[src/rtl/shaper_pkg.sv]
// Shared widths and the per-bucket configuration record of the egress shaper.
package shaper_pkg;
    localparam int FAST_W    = 16;
    localparam int RATIO_W   = 14;
    localparam int FRAC_W    = 6;
    localparam int WHOLE_W   = 18;
    localparam int RATE_W    = WHOLE_W + FRAC_W;
    localparam int SHIFT_W   = 5;
    localparam int SHIFT_MIN = 12;
    localparam int SHIFT_MAX = 17;
    localparam int LVL_W     = SHIFT_MAX + 1;
    localparam int LEN_W     = 16;
    localparam int NBUCKET   = 2;

    typedef struct packed {
        logic               en;
        logic               pkt;
        logic               slow;
        logic [RATE_W-1:0]  rate;
        logic [SHIFT_W-1:0] shift;
    } bucket_cfg_t;
endpackage

[src/rtl/shaper_tick_gen.sv]
// Tick generator: emits a one-cycle fast pulse every fast_tick cycles and a
// slow pulse on every slow_ratio-th fast pulse. Assumes the period inputs are
// quasi-static; a zero period halts the corresponding pulse.
module shaper_tick_gen #(
    parameter int FAST_W  = 16,
    parameter int RATIO_W = 14
) (
    input  logic               clk,
    input  logic               rst_n,
    input  logic [FAST_W-1:0]  fast_tick,
    input  logic [RATIO_W-1:0] slow_ratio,
    output logic               fast_pulse,
    output logic               slow_pulse
);
    logic [FAST_W-1:0]  cyc_cnt;
    logic [RATIO_W-1:0] fast_cnt;

    // Decode the pulses from the counters; >= keeps a lowered period safe.
    always_comb begin
        fast_pulse = (fast_tick != '0) && (cyc_cnt >= fast_tick - 1'b1);
        slow_pulse = fast_pulse && (slow_ratio != '0) &&
                     (fast_cnt >= slow_ratio - 1'b1);
    end

    // Cycle counter: wraps on each fast pulse, held at zero when halted.
    always_ff @(posedge clk) begin
        if (!rst_n)
            cyc_cnt <= '0;
        else if (fast_tick == '0 || fast_pulse)
            cyc_cnt <= '0;
        else
            cyc_cnt <= cyc_cnt + 1'b1;
    end

    // Fast pulse counter: wraps on each slow pulse.
    always_ff @(posedge clk) begin
        if (!rst_n)
            fast_cnt <= '0;
        else if (fast_pulse)
            fast_cnt <= (slow_pulse || slow_ratio == '0) ? '0 : fast_cnt + 1'b1;
    end


    tick_halt_chk: assert property (@(posedge clk) disable iff (!rst_n)
        (fast_tick == '0) |-> !fast_pulse);

    slow_on_fast_chk: assert property (@(posedge clk) disable iff (!rst_n)
        slow_pulse |-> fast_pulse);
endmodule

[src/rtl/shaper_bucket.sv]
// One token bucket. It refills on its selected tick with an 18.6 fixed-point
// increment, saturates at 2^shift (shift clamped to SHIFT_MIN..SHIFT_MAX),
// and reports whether it covers the request cost. Assumes the debit input is
// only raised when every bucket has agreed. Debit is applied before refill,
// and the clamp is applied last.
module shaper_bucket
    import shaper_pkg::*;
(
    input  logic              clk,
    input  logic              rst_n,
    input  bucket_cfg_t       cfg,
    input  logic              fast_pulse,
    input  logic              slow_pulse,
    input  logic [LEN_W-1:0]  req_len,
    input  logic              debit,
    output logic              ok,
    output logic [LVL_W-1:0]  level
);
    localparam int SUM_W = LVL_W + 2;

    logic [SHIFT_W-1:0] shift_eff;
    logic [LVL_W-1:0]   cap;
    logic [LVL_W-1:0]   need;
    logic               tick;
    logic               take;
    logic [FRAC_W:0]    frac_sum;
    logic [SUM_W-1:0]   add;
    logic [SUM_W-1:0]   after;
    logic [LVL_W-1:0]   nxt;
    logic [FRAC_W-1:0]  frac;

    // Clamp the size shift and form the capacity.
    always_comb begin
        if (cfg.shift < SHIFT_W'(SHIFT_MIN))
            shift_eff = SHIFT_W'(SHIFT_MIN);
        else if (cfg.shift > SHIFT_W'(SHIFT_MAX))
            shift_eff = SHIFT_W'(SHIFT_MAX);
        else
            shift_eff = cfg.shift;
        cap = LVL_W'(1) << shift_eff;
    end

    // Request cost, conformance and debit qualification.
    always_comb begin
        need = cfg.pkt ? LVL_W'(1) : LVL_W'(req_len);
        ok   = !cfg.en || (level >= need);
        take = cfg.en && debit;
        tick = cfg.slow ? slow_pulse : fast_pulse;
    end

    // Refill amount with fraction carry, then debit, refill and clamp.
    always_comb begin
        frac_sum = {1'b0, frac} + {1'b0, cfg.rate[FRAC_W-1:0]};
        add      = tick ? SUM_W'(cfg.rate[RATE_W-1:FRAC_W]) + SUM_W'(frac_sum[FRAC_W])
                        : '0;
        after    = SUM_W'(take ? level - need : level) + add;
        nxt      = (after > SUM_W'(cap)) ? cap : after[LVL_W-1:0];
    end

    // Token level register; starts full.
    always_ff @(posedge clk) begin
        if (!rst_n)
            level <= cap;
        else
            level <= nxt;
    end

    // Fraction accumulator; advances on every tick.
    always_ff @(posedge clk) begin
        if (!rst_n)
            frac <= '0;
        else if (tick)
            frac <= frac_sum[FRAC_W-1:0];
    end


    level_cap_chk: assert property (@(posedge clk) disable iff (!rst_n)
        level <= $past(cap));

    debit_amount_chk: assert property (@(posedge clk) disable iff (!rst_n)
        (take && !tick) |=> level == $past(level) - $past(need));

    idle_hold_chk: assert property (@(posedge clk) disable iff (!rst_n)
        (!take && !tick) |=> level <= $past(level));

    disabled_pass_chk: assert property (@(posedge clk) disable iff (!rst_n)
        !cfg.en |-> ok);
endmodule

[src/rtl/dual_bucket_shaper.sv]
// Top of the two-rate egress shaper. It holds one shared tick generator and
// one commit and one peak bucket built from the same generate loop. A request
// is granted combinationally when all enabled buckets conform, and the grant
// drives the debit of both buckets.
module dual_bucket_shaper
    import shaper_pkg::*;
(
    input  logic               clk,
    input  logic               rst_n,
    input  logic [FAST_W-1:0]  fast_tick,
    input  logic [RATIO_W-1:0] slow_ratio,
    input  logic               c_en,
    input  logic               c_pkt,
    input  logic               c_slow,
    input  logic [RATE_W-1:0]  c_rate,
    input  logic [SHIFT_W-1:0] c_shift,
    input  logic               p_en,
    input  logic               p_pkt,
    input  logic               p_slow,
    input  logic [RATE_W-1:0]  p_rate,
    input  logic [SHIFT_W-1:0] p_shift,
    input  logic               req_valid,
    input  logic [LEN_W-1:0]   req_len,
    output logic               permit,
    output logic [LVL_W-1:0]   c_level,
    output logic [LVL_W-1:0]   p_level
);
    logic                      fast_pulse;
    logic                      slow_pulse;
    bucket_cfg_t               cfg   [NBUCKET];
    logic [NBUCKET-1:0]        ok;
    logic [LVL_W-1:0]          lvl   [NBUCKET];

    // Gather the flat configuration ports into per-bucket records.
    always_comb begin
        cfg[0] = '{en: c_en, pkt: c_pkt, slow: c_slow, rate: c_rate, shift: c_shift};
        cfg[1] = '{en: p_en, pkt: p_pkt, slow: p_slow, rate: p_rate, shift: p_shift};
    end

    shaper_tick_gen #(.FAST_W(FAST_W), .RATIO_W(RATIO_W)) u_tick (
        .clk        (clk),
        .rst_n      (rst_n),
        .fast_tick  (fast_tick),
        .slow_ratio (slow_ratio),
        .fast_pulse (fast_pulse),
        .slow_pulse (slow_pulse)
    );

    for (genvar b = 0; b < NBUCKET; b++) begin : g_bucket
        shaper_bucket u_bkt (
            .clk        (clk),
            .rst_n      (rst_n),
            .cfg        (cfg[b]),
            .fast_pulse (fast_pulse),
            .slow_pulse (slow_pulse),
            .req_len    (req_len),
            .debit      (permit),
            .ok         (ok[b]),
            .level      (lvl[b])
        );
    end

    // Grant when every bucket agrees; expose the levels.
    always_comb begin
        permit  = req_valid && (&ok);
        c_level = lvl[0];
        p_level = lvl[1];
    end


    permit_needs_req_chk: assert property (@(posedge clk) disable iff (!rst_n)
        permit |-> req_valid);

    commit_short_chk: assert property (@(posedge clk) disable iff (!rst_n)
        (req_valid && c_en && !c_pkt && (c_level < LVL_W'(req_len))) |-> !permit);

    peak_short_chk: assert property (@(posedge clk) disable iff (!rst_n)
        (req_valid && p_en && p_pkt && (p_level == '0)) |-> !permit);
endmodule

[config.mk]
export PLATFORM = sky130hd
export DESIGN_NAME = dual_bucket_shaper
export DESIGN_NICKNAME = d
export VERILOG_FILES = /design/src/rtl/shaper_pkg.sv /design/src/rtl/shaper_tick_gen.sv /design/src/rtl/shaper_bucket.sv /design/src/rtl/dual_bucket_shaper.sv
export SDC_FILE = /design/constraint.sdc
export NUM_CORES = 1
export LEC_CHECK = 0
export BUFFER_PORTS_ARGS = -buffer_cell sky130_fd_sc_hd__buf_2
export CELL_PAD_IN_SITES_DETAIL_PLACEMENT = 1
export CELL_PAD_IN_SITES_GLOBAL_PLACEMENT = 2
export CORE_ASPECT_RATIO = 1.25
export CORE_UTILIZATION = 35
export CTS_CLUSTER_DIAMETER = 120
export DETAILED_ROUTE_END_ITERATION = 7
export HOLD_SLACK_MARGIN = 0.08
export MAX_ROUTING_LAYER = met4
export PLACE_DENSITY = 0.94
export SLEW_MARGIN = 0
export SYNTH_ARGS = -nofsm -noshare
export SYNTH_HDL_FRONTEND = slang
export SYNTH_SLANG_ARGS = --single-unit
[constraint.sdc]
create_clock -name clk -period 8.91 [get_ports clk]
set_input_delay 0.891 -clock clk [delete_from_list [all_inputs] [get_ports clk]]
set_output_delay 0.891 -clock clk [all_outputs]
set_load 0.05 [all_outputs]
==> results of run 1 <==
## where the power goes
part           internal [uW]  switching, uW  leakage, uW
Sequential               399           63.2     0.000632
Clock                    193            175     0.000137
Combinational            659           1030      0.00490
Total                   1250           1270      0.00566
## registers in the layout (all words and copies together), names as in the netlist
signal	cells
g_bucket.u_bkt.frac	12
g_bucket.u_bkt.level	36
u_tick.cyc_cnt	16
u_tick.fast_cnt	14
## placed cells by master, fill, tap and decap left out, types with 7 or more instances in the layout
cell,instances
ha_1,156
nor2_1,150
buf_2,149
nand2_1,87
xnor2_1,86
dfxtp_1,78
a21oi_1,72
inv_1,69
o21ai_0,66
xor2_1,65
nand2b_1,50
a21o_1,44
nand3_1,40
nor2b_1,30
nand4_1,30
and3_1,26
conb_1,24
o21a_1,20
mux2i_1,17
nor4_1,16
nor3_1,14
mux2_2,12
buf_4,11
o21bai_1,9
a211oi_1,9
clkbuf_16,9
a211o_1,7
and4_1,7
## final cells by class
| class | instances | area (um^2) |
|---|---|---|
| antenna | 2 | 5.00 |
| inverter | 69 | 259 |
| sequential | 78 | 1560 |
| multi-input combinational | 1138 | 8200 |
| clock buffer | 9 | 225 |
| fill | 3546 | 16300 |
| tap | 350 | 438 |
| clock inverter | 7 | 56.3 |
| timing repair buffer | 160 | 828 |
## metal layers
metal | routed length (um) | share of wire, % | track usage (%)
met5 | 0 | 0 | -
met3 | 1120 | 3.7 | 2.95
met2 | 15300 | 51 | 39.8
met1 | 12800 | 43 | 23.6
met4 | 699 | 2.3 | 7.35
## stage by stage
stage | total power (uW) | area (um^2) | utilization (%)
5_1_grt | 2740 | 11600 | 41.5
3_3_place_gp | 2110 | 11300 | 40.4
2_1_floorplan | 1700 | 10100 | -
3_5_place_dp | 2150 | 11300 | 40.4
6_report | 2520 | 11600 | 41.5
4_1_cts | 2540 | 11600 | 41.4
## worst max-delay path, delay by kind of cell
family	cells	cell delay, ns
fa+ha+maj	4	1.06
mux	1	0.34
buf+inv	4	0.45
compound gates	15	3.26
simple gates	8	2.16
xor+xnor	2	0.35
## cell families (layout without fill, tap and decap cells)
group                      count (synthesis)  after routing  share of synthesized area [%]
other                                      2             26                         0.0749
xor gates and xnor gates                 151            151                           13.2
buffers and inverters                     93            245                           3.59
and+or+nand+nor                          488            488                           24.6
AOI/OAI and AO/OA                        283            283                           19.1
adders and majority gates                162            162                           20.7
DFF                                       78             78                           15.6
muxes                                     30             30                           3.27
## how the worst min path moves through the flow
stage / start / to / cells past startpoint / slack, ns
finish: u_tick.cyc_cnt[0]$_SDFF_PP0_ / u_tick.cyc_cnt[0]$_SDFF_PP0_ / 1 / 0.48
global route: u_tick.cyc_cnt[0]$_SDFF_PP0_ / u_tick.cyc_cnt[0]$_SDFF_PP0_ / 1 / 0.52
CTS: u_tick.cyc_cnt[0]$_SDFF_PP0_ / u_tick.cyc_cnt[0]$_SDFF_PP0_ / 1 / 0.48
detailed placement: u_tick.cyc_cnt[0]$_SDFF_PP0_ / u_tick.cyc_cnt[0]$_SDFF_PP0_ / 1 / 0.47
global placement: u_tick.cyc_cnt[0]$_SDFF_PP0_ / u_tick.cyc_cnt[0]$_SDFF_PP0_ / 1 / 0.46
floorplan: u_tick.cyc_cnt[0]$_SDFF_PP0_ / u_tick.cyc_cnt[0]$_SDFF_PP0_ / 1 / 0.44
## timing repair
action                     4_1_cts  5_1_grt
buffers inserted                 0        0
resized for setup                0        6
setup endpoints to repair        0       32
hold endpoints to repair         0        0
==> reports/metrics.csv, run 1 <==
metric,value,unit
core-area,27900,um^2
yosys-top-cells-count,"ha_1, nor2_1, nand2_1",
p_per_area,218,nW/um^2
critPathLaunch,slow_ratio[0],
synthFlopType,dfxtp_1,
finalCriticalPeriod,8.25,ns
crit_top_cell,ha_1,
end_kind,register,
drive_above_1_share,14.4,%
place_ws,0.0835,ns
period_share,92.6,%
r2r-end,g_bucket[0].u_bkt.level[11]$_DFF_P_,
tns,0,ns
die_width,153,um
htreeDepth,3,
crit_slowest_cell,or4_1,
crit_fanout,7,
dieArea,29300,um^2
critPathCapture,g_bucket[1].u_bkt.level[12]$_DFF_P_,
dp_cells,1795,
netlist-cell-type-count,74,
vias_per_cell,5.40,
slew_headroom,37.0,%
wl_per_cell,16.6,um
area_growth,15.5,%
drc,0,
gp_congestion,0.872,
synth_edf_count,0,
cp_data_arrival_time,8.50,ns
insertion_delay,0.36,ns
rr_startpoint,g_bucket[0].u_bkt.level[2]$_DFF_P_,
layout.cells.non_filler,1813,
portBuffers,149,
report.final.slew_viol_count,0,
syn_area_per_cell,7.79,um^2
dr.pass1.iters,4,
max_stage_delay,0.50,ns
start_util,35.9,%
grt_pass1_wl,49400,um
synth_area_leaders,"ha_1, dfxtp_1, xnor2_1, xor2_1, nor2_1",
ios,150,
grt_pass1_vias,10100,
final.setup.worst_slack,0.656,ns
fin_hold_ws,0.476,ns
wl,30000,um
maxCapViolCount,0,
status,finished clean,
die_h,191,um
hpwl,25900,um
grt_max_degree,24,
tightest_slew,0.936,ns
rows,68,
cts_hold_buf,0,
drt-initial-drc-count,273,
cts_tree,built,
critPathKind,input pin to register,
yosysWarnings,0,
antenna_found_initial,2,
ff2ff_path_depth,30,
power.leakage,0.00566,uW
crit_required,9.16,ns
rrSetupSlack,1.64,ns
cts.sinks,78,
synth_most_common_cell,ha_1,
overflow,0,
hold_viol_final,0,
async_flop_share,0,%
fmax,0.121,GHz
synth_top_cell_area_share,19.5,%
yosysTopAreaCell,ha_1,
ant_nets,0,
clockRootBuffer,clkbuf_16,
synthCells,1287,
fin_nets,1731,
ys_seq_area_share,15.6,%
track_usage,21.6,%
synth-seq-cells,78,
cp-start-kind,input pin,
vias,9785,
syn_area,10000,um^2
clock_skew,0.00899,ns
cts_made_buffers,9,
clkTransAtPathRegs,0.07,ns
setup_viol,0,
rsz0062_at_grt,false,
cts_max_path_buffers,2,
hp-class,register to register,
ir_drop,0.101,mV
Power figures use the tool's default switching activity.
==> run 2: changes to the inputs <==
--- a/config.mk
+++ b/config.mk
@@ -9,12 +9,12 @@
 export CELL_PAD_IN_SITES_DETAIL_PLACEMENT = 1
 export CELL_PAD_IN_SITES_GLOBAL_PLACEMENT = 2
 export CORE_ASPECT_RATIO = 1.25
-export CORE_UTILIZATION = 35
+export CORE_UTILIZATION = 31
 export CTS_CLUSTER_DIAMETER = 120
 export DETAILED_ROUTE_END_ITERATION = 7
 export HOLD_SLACK_MARGIN = 0.08
 export MAX_ROUTING_LAYER = met4
-export PLACE_DENSITY = 0.94
+export PLACE_DENSITY = 0.89
 export SLEW_MARGIN = 0
 export SYNTH_ARGS = -nofsm -noshare
 export SYNTH_HDL_FRONTEND = slang
==> constraint.sdc (replaced) <==
create_clock -name clk -period 7.1 [get_ports clk]
set_input_delay 0.71 -clock clk [delete_from_list [all_inputs] [get_ports clk]]
set_output_delay 0.71 -clock clk [all_outputs]
set_load 0.05 [all_outputs]
==> run 2 against run 1 <==
Net effect: the run now ends with negative setup slack left; highest routed layer unchanged; global-route usage fell by 0.74 points; die area rose by 13%; hold slack improved by 0.0089 ns; combinational power rose by 61%; critical path depth fell by 1.
==> reports/metrics.csv, run 2 (same netlist as run 1, synthesis figures left out) <==
metric,value,unit,change
fin_hold_ws,0.485,ns,+0.00893 ns
ir_drop,0.177,mV,+76%
p_int,1990,uW,+59%
max_stage_delay,0.56,ns,+0.06 ns
drt-initial-drc-count,338,,+24%
cts_tree,built,,
critPathKind,input pin to register,,
clkTransAtPathRegs,0.06,ns,about the same
hold_viol_final,0,,unchanged
p_per_area,278,nW/um^2,+28%
power.leakage,0.00671,uW,+18%
rows,73,,+7.4%
cts.sinks,78,,unchanged
wl_per_cell,16.2,um,-2.1%
vias,10400,,+6.4%
hpwl,28200,um,+9.0%
grt_pass1_wl,53400,um,+8.1%
htreeDepth,3,,unchanged
power.share.clock,12.4,%,-2.2 points
end_kind,register,,
cts_made_buffers,9,,unchanged
final.setup.worst_slack,-0.0789,ns,-0.735 ns
insertion_delay,0.36,ns,about the same
wl,33400,um,+11%
drive_above_1_share,27.3,%,+13 points
violations,negative setup slack,,
fmax,0.139,GHz,
antenna_found_initial,5,,+3
setup_viol,18,,+18
fin_nets,1912,,+10%
finalCriticalPeriod,7.18,ns,
regMostFlops,g_bucket.u_bkt.level,,
seq_power_share,15.4,%,-2.9 points
crit_fanout,4,,-3
track_usage,20.8,%,-0.74 points
ios,150,,unchanged
start_util,31.5,%,-4.4 points
place_ws,-0.827,ns,-0.910 ns
switchingPower,1790,uW,+41%
status,"finished, violations left",,
p_total,3770,uW,+50%
hp-class,register to register,,
core-area,31800,um^2,+14%
crit_required,7.34,ns,-1.82 ns
p_sw_share,47.3,%,-3.0 points
cts_max_path_buffers,2,,unchanged
report.final.slew_viol_count,0,,unchanged
maxCapViolCount,0,,unchanged
overflow,0,,unchanged
cp-start-kind,input pin,,
tightest_slew,0.636,ns,-0.301 ns
n_fill_cell,3951,,+11%
slew_headroom,57.5,%,+20 points
clockRootBuffer,clkbuf_16,,
clock_skew,0.0144,ns,+0.00538 ns
dr.pass1.iters,4,,unchanged
cp_data_arrival_time,7.42,ns,-1.08 ns
largestRegisters,"g_bucket.u_bkt.level x36, u_tick.cyc_cnt x16, u_tick.fast_cnt x14",,
power_frac_comb,72.2,%,+5.1 points
dieArea,33100,um^2,+13%
drc,0,,unchanged
die_width,163,um,+6.2%
final_cell_mix,"buf_4, nor2_1, ha_1, buf_2, nand2_1",,
rrSetupSlack,0.51,ns,-1.13 ns
largest_register_ffs,36,,unchanged
area_growth,35.2,%,
die_h,203,um,+6.2%
cts_hold_buf,0,,unchanged
gp_congestion,0.891,,+2.1%
vias_per_cell,5.06,,-6.3%
rsz0062_at_grt,true,,
crit_slowest_cell,or4_4,,
portBuffers,149,,unchanged
period_share,101,%,
layout_commonest_cell,buf_4,,
ant_nets,0,,unchanged
grt_max_degree,23,,-4.2%
grt_pass1_vias,11000,,+8.7%
==> run 2: cell count changes in the layout (fill, tap and decap cells not counted), sizes merged <==
cell / delta
buf: +181
clkbuf: +2
clkinv: -2
clkinvlp: +1
diode: +3
inv: -1
==> run 2: worst max-delay path: cells and delay by family <==
family / cells / cell delay (ns)
fa+ha+maj: 4 / 0.90
compound gates: 13 / 2.75
simple gates: 9 / 2.02
buf+inv: 4 / 0.41
xor+xnor: 2 / 0.32
mux: 1 / 0.31
==> run 2: final timing paths <==
check / start / endpoint / depth (start not counted)
max: slow_ratio[1] / g_bucket[1].u_bkt.level[12]$_DFF_P_ / 33
min: u_tick.cyc_cnt[0]$_SDFF_PP0_ / u_tick.cyc_cnt[0]$_SDFF_PP0_ / 1
min reg2reg: u_tick.cyc_cnt[0]$_SDFF_PP0_ / u_tick.cyc_cnt[0]$_SDFF_PP0_ / 1
max reg2reg: g_bucket[0].u_bkt.level[2]$_DFF_P_ / g_bucket[0].u_bkt.level[12]$_DFF_P_ / 31
==> run 2: per-layer routing <==
layer	wire length, um	track usage (%)	vias to the layer above
li1	-	-	5279
met1	13900	22.8	4939
met2	17500	37.7	147
met3	912	2.68	51
met4	1080	8.08	0
met5	0	-	-
==> run 2: what timing repair did <==
action / in CTS / in global routing
setup buffers: 15 / 12
endpoints found under the setup margin: 36 / 36
resized for setup: 47 / 21
pin swaps: 42 / 22
==> run 2: final cells by class <==
cell class              instances  area [um^2]  share of cell area, %
repair buffers                341         2240                   16.5
well taps                     412          515                   3.80
multi-input cells            1138         8650                   63.8
clock buffers                  11          253                   1.86
diodes                          5         12.5                 0.0923
inverters                      69          279                   2.06
flip-flops and latches         78         1560                   11.5
clock inverters                 5         41.3                  0.305
==> run 2: power groups by stage <==
stage               clock network, uW  registers (uW)  logic, uW
CTS                               481             581       2630
global placement                    0             591       2400
global route                      497             586       2970
finish                            470             580       2720
detailed placement                  0             590       2480
floorplan                           0             764       1410
==> run 2: through the flow <==
| stage | TNS, ns | area, um^2 | util [%] | instances |
|---|---|---|---|---|
| after floorplan | -0.689 | 10300 | - | 1309 |
| after global placement | -16.39 | 12700 | 40.0 | 2012 |
| after detailed placement | -26.98 | 12700 | 40.0 | 2012 |
| after CTS | -0.00469 | 13400 | 42.0 | 2043 |
| after global routing | -10.71 | 13600 | 42.7 | 2059 |
| final | -0.785 | 13600 | 42.7 | 2059 |
==> run 3: changes to the inputs <==
--- a/config.mk
+++ b/config.mk
@@ -5,13 +5,15 @@
 export SDC_FILE = /design/constraint.sdc
 export NUM_CORES = 1
 export LEC_CHECK = 0
+export ABC_AREA = 1
 export BUFFER_PORTS_ARGS = -buffer_cell sky130_fd_sc_hd__buf_2
 export CELL_PAD_IN_SITES_DETAIL_PLACEMENT = 1
 export CELL_PAD_IN_SITES_GLOBAL_PLACEMENT = 2
 export CORE_ASPECT_RATIO = 1.25
-export CORE_UTILIZATION = 31
+export CORE_UTILIZATION = 29
 export CTS_CLUSTER_DIAMETER = 120
 export DETAILED_ROUTE_END_ITERATION = 7
+export GPL_ROUTABILITY_DRIVEN = 1
 export HOLD_SLACK_MARGIN = 0.08
 export MAX_ROUTING_LAYER = met4
 export PLACE_DENSITY = 0.89
==> run 3 against run 2 <==
Net effect: the run now ends clean; first-iteration DRC count grew 3.3%; combinational power fell by 9.2%; register-to-register slack improved by 0.12 ns; clock-buffer cell count decreased by 2; global-route usage decreased by 1.1 points; utilization decreased by 7.3 points; sequential cell count unchanged; clock skew rose by 0.0028 ns.
==> reports/metrics.csv, run 3 <==
metric,value,unit,change
crit_slowest_cell,fa_1,,
yosys-top-cells-count,"nand2_1, inv_1, nor2_1",,
insertion_delay,0.36,ns,about the same
placed_area,12500,um^2,-1.4%
cp_data_arrival_time,6.89,ns,-0.53 ns
dr.pass1.iters,4,,unchanged
tns,0,ns,+0.785 ns
hpwl,32300,um,+15%
drive_above_1_share,16.9,%,-10 points
crit_top_cell,nand2_1,,
largest_register_ffs,36,,unchanged
crit_required,7.39,ns,+0.05 ns
clockRootBuffer,clkbuf_16,,
synth_area_leaders,"ha_1, dfxtp_1, nand2_1, inv_1, nor2_1",,
synthCells,1712,,+33%
grt_max_degree,30,,+30%
ys_seq_area_share,14.1,%,-1.4 points
portBuffers,149,,unchanged
setup_viol,0,,-18
synth_most_common_cell,nand2_1,,
grt_pass1_wl,59000,um,+11%
ir_drop,0.103,mV,-42%
drt-initial-drc-count,349,,+3.3%
rows,79,,+8.2%
critPathTopFamily,simple AND/OR/NAND/NOR gates,,
place_ws,-0.163,ns,+0.664 ns
start_util,29.6,%,-2.0 points
vias_per_cell,4.82,,-4.7%
ios,150,,unchanged
report.final.slew_viol_count,0,,unchanged
wl,36900,um,+11%
clock_skew,0.0171,ns,+0.00276 ns
hold_path_end,g_bucket[1].u_bkt.frac[5]$_SDFFE_PN0P_,,
htreeDepth,3,,unchanged
cp-start-kind,input pin,,
die_width,177,um,+8.4%
fin_nets,2198,,+15%
drc,0,,unchanged
power.leakage,0.00675,uW,+0.68%
crit_fanout,4,,unchanged
p_per_area,271,nW/um^2,-2.8%
track_usage,19.7,%,-1.1 points
hp-class,register to register,,
hold_viol_final,0,,unchanged
end_kind,register,,
fmax,0.152,GHz,+8.8%
yosysWarnings,0,,unchanged
final_cell_mix,"nand2_1, inv_1, nor2_1",,
regMostFlops,g_bucket.u_bkt.level,,
period_share,92.9,%,-8.2 points
dp_cells,2373,,+18%
synth-seq-cells,78,,unchanged
ant_nets,0,,unchanged
rr_startpoint,g_bucket[1].u_bkt.frac[0]$_SDFFE_PN0P_,,
rrSetupSlack,0.63,ns,+0.12 ns
critPathKind,input pin to register,,
whs_path_depth,2,,+1
layout.cells.non_filler,2416,,+17%
vias,11600,,+12%
clkTransAtPathRegs,0.07,ns,about the same
yosysTopAreaCell,ha_1,,
synth_top_cell_area_share,17.7,%,-1.8 points
async_flop_share,0,%,unchanged
worst-path-buf-inv,6,,+2
hold_start,g_bucket[1].u_bkt.frac[5]$_SDFFE_PN0P_,,
cts_hold_buf,0,,unchanged
maxCapViolCount,0,,unchanged
layout_commonest_cell,nand2_1,,
syn_area_per_cell,6.45,um^2,-17%
tightest_slew,0.627,ns,-0.00929 ns
antenna_found_initial,2,,-3
n_fill_cell,4932,,+25%
grt_pass1_vias,12100,,+9.8%
largestRegisters,"g_bucket.u_bkt.level x36, u_tick.cyc_cnt x16, u_tick.fast_cnt x14",,
final_area,13200,um^2,-2.4%
gp_congestion,0.914,,+2.7%
final.setup.worst_slack,0.502,ns,+0.580 ns
dieArea,38900,um^2,+18%
cts.sinks,78,,unchanged
overflow,0,,unchanged
netlist-cell-type-count,53,,-28%
area_growth,19.7,%,
r2r-end,g_bucket[1].u_bkt.level[12]$_DFF_P_,,
wl_per_cell,15.3,um,-5.8%
max_stage_delay,0.40,ns,-0.16 ns
cts_made_buffers,9,,unchanged
cts_tree,built,,
ff2ff_path_depth,36,,+16%
crit_cells,37,,+12%
slew_headroom,57.8,%,+0.30 points
cts_max_path_buffers,2,,unchanged
synthFlopType,dfxtp_1,,
core-area,37400,um^2,+18%
die_h,220,um,+8.5%
synth_edf_count,0,,unchanged
syn_area,11100,um^2,+10%
finalCriticalPeriod,6.60,ns,-0.580 ns
status,finished clean,,
[run 3: kinds of logic after synthesis]
group	synth area share (%)
other	0.0680
DFF	14.1
adders and majority gates	18.8
and+or+nand+nor	34.9
muxes	0.0906
buffers and inverters	9.88
xor gates and xnor gates	9.43
AOI/OAI and AO/OA	12.7
[run 3: how the worst max path moves through the flow]
stage	start	endpoint	slack [ns]
after floorplan	slow_ratio[1]	g_bucket[0].u_bkt.level[6]$_DFF_P_	0.83
after global placement	p_rate[0]	g_bucket[1].u_bkt.level[17]$_DFF_P_	0.05
after detailed placement	fast_tick[1]	g_bucket[1].u_bkt.level[14]$_DFF_P_	-0.16
after CTS	fast_tick[1]	g_bucket[1].u_bkt.level[17]$_DFF_P_	0.19
after global routing	fast_tick[0]	g_bucket[1].u_bkt.level[12]$_DFF_P_	-0.08
final	p_rate[0]	g_bucket[1].u_bkt.level[12]$_DFF_P_	0.50
[run 3: final cells by class]
type                       instances  area [um^2]  area share [%]
timing repair buffer             198         1130            8.54
antenna                            2         5.00          0.0378
clock buffer                       9          225            1.70
multi-input combinational       1386         8660            65.4
tap                              486          608            4.60
clock inverter                     7          104           0.785
sequential                        78         1560            11.8
inverter                         250          938            7.09
[run 3: layer usage]
layer / part of all wire (%) / routed length (um) / global-route usage (%) / up-vias
li1: - / - / - / 5965
met1: 42 / 15600 / 21.7 / 5487
met2: 52 / 19300 / 36.9 / 134
met3: 2.2 / 821 / 1.67 / 58
met4: 3.1 / 1140 / 6.32 / 0
met5: 0 / 0 / - / -
[run 3: worst register-to-register path: cells and delay by family (launching register included)]
family / cells / cell delay [ns]
buffers and inverters: 5 / 0.49
adders and majority gates: 6 / 1.66
AOI/OAI and AO/OA: 3 / 0.59
and+or+nand+nor: 22 / 3.34
DFF: 1 / 0.34
[run 3: per-stage QoR]
step / utilization (%) / power [uW] / hold WS (ns)
floorplan: - / 2290 / 0.430
CTS: 34.4 / 3420 / 0.468
global route: 35.4 / 3890 / 0.488
finish: 35.4 / 3580 / 0.466
detailed placement: 33.5 / 2880 / 0.457
global placement: 33.5 / 2820 / 0.451
[run 3: timing repair]
item / in CTS / in global routing
resized for setup: 0 / 40
setup buffers: 0 / 24
endpoints found under the setup margin: 0 / 36
[run 3: power breakdown]
group	internal [uW]	total (uW)	switching (uW)
Sequential	499	584	85.7
Combinational	869	2470	1600
Clock	313	528	214
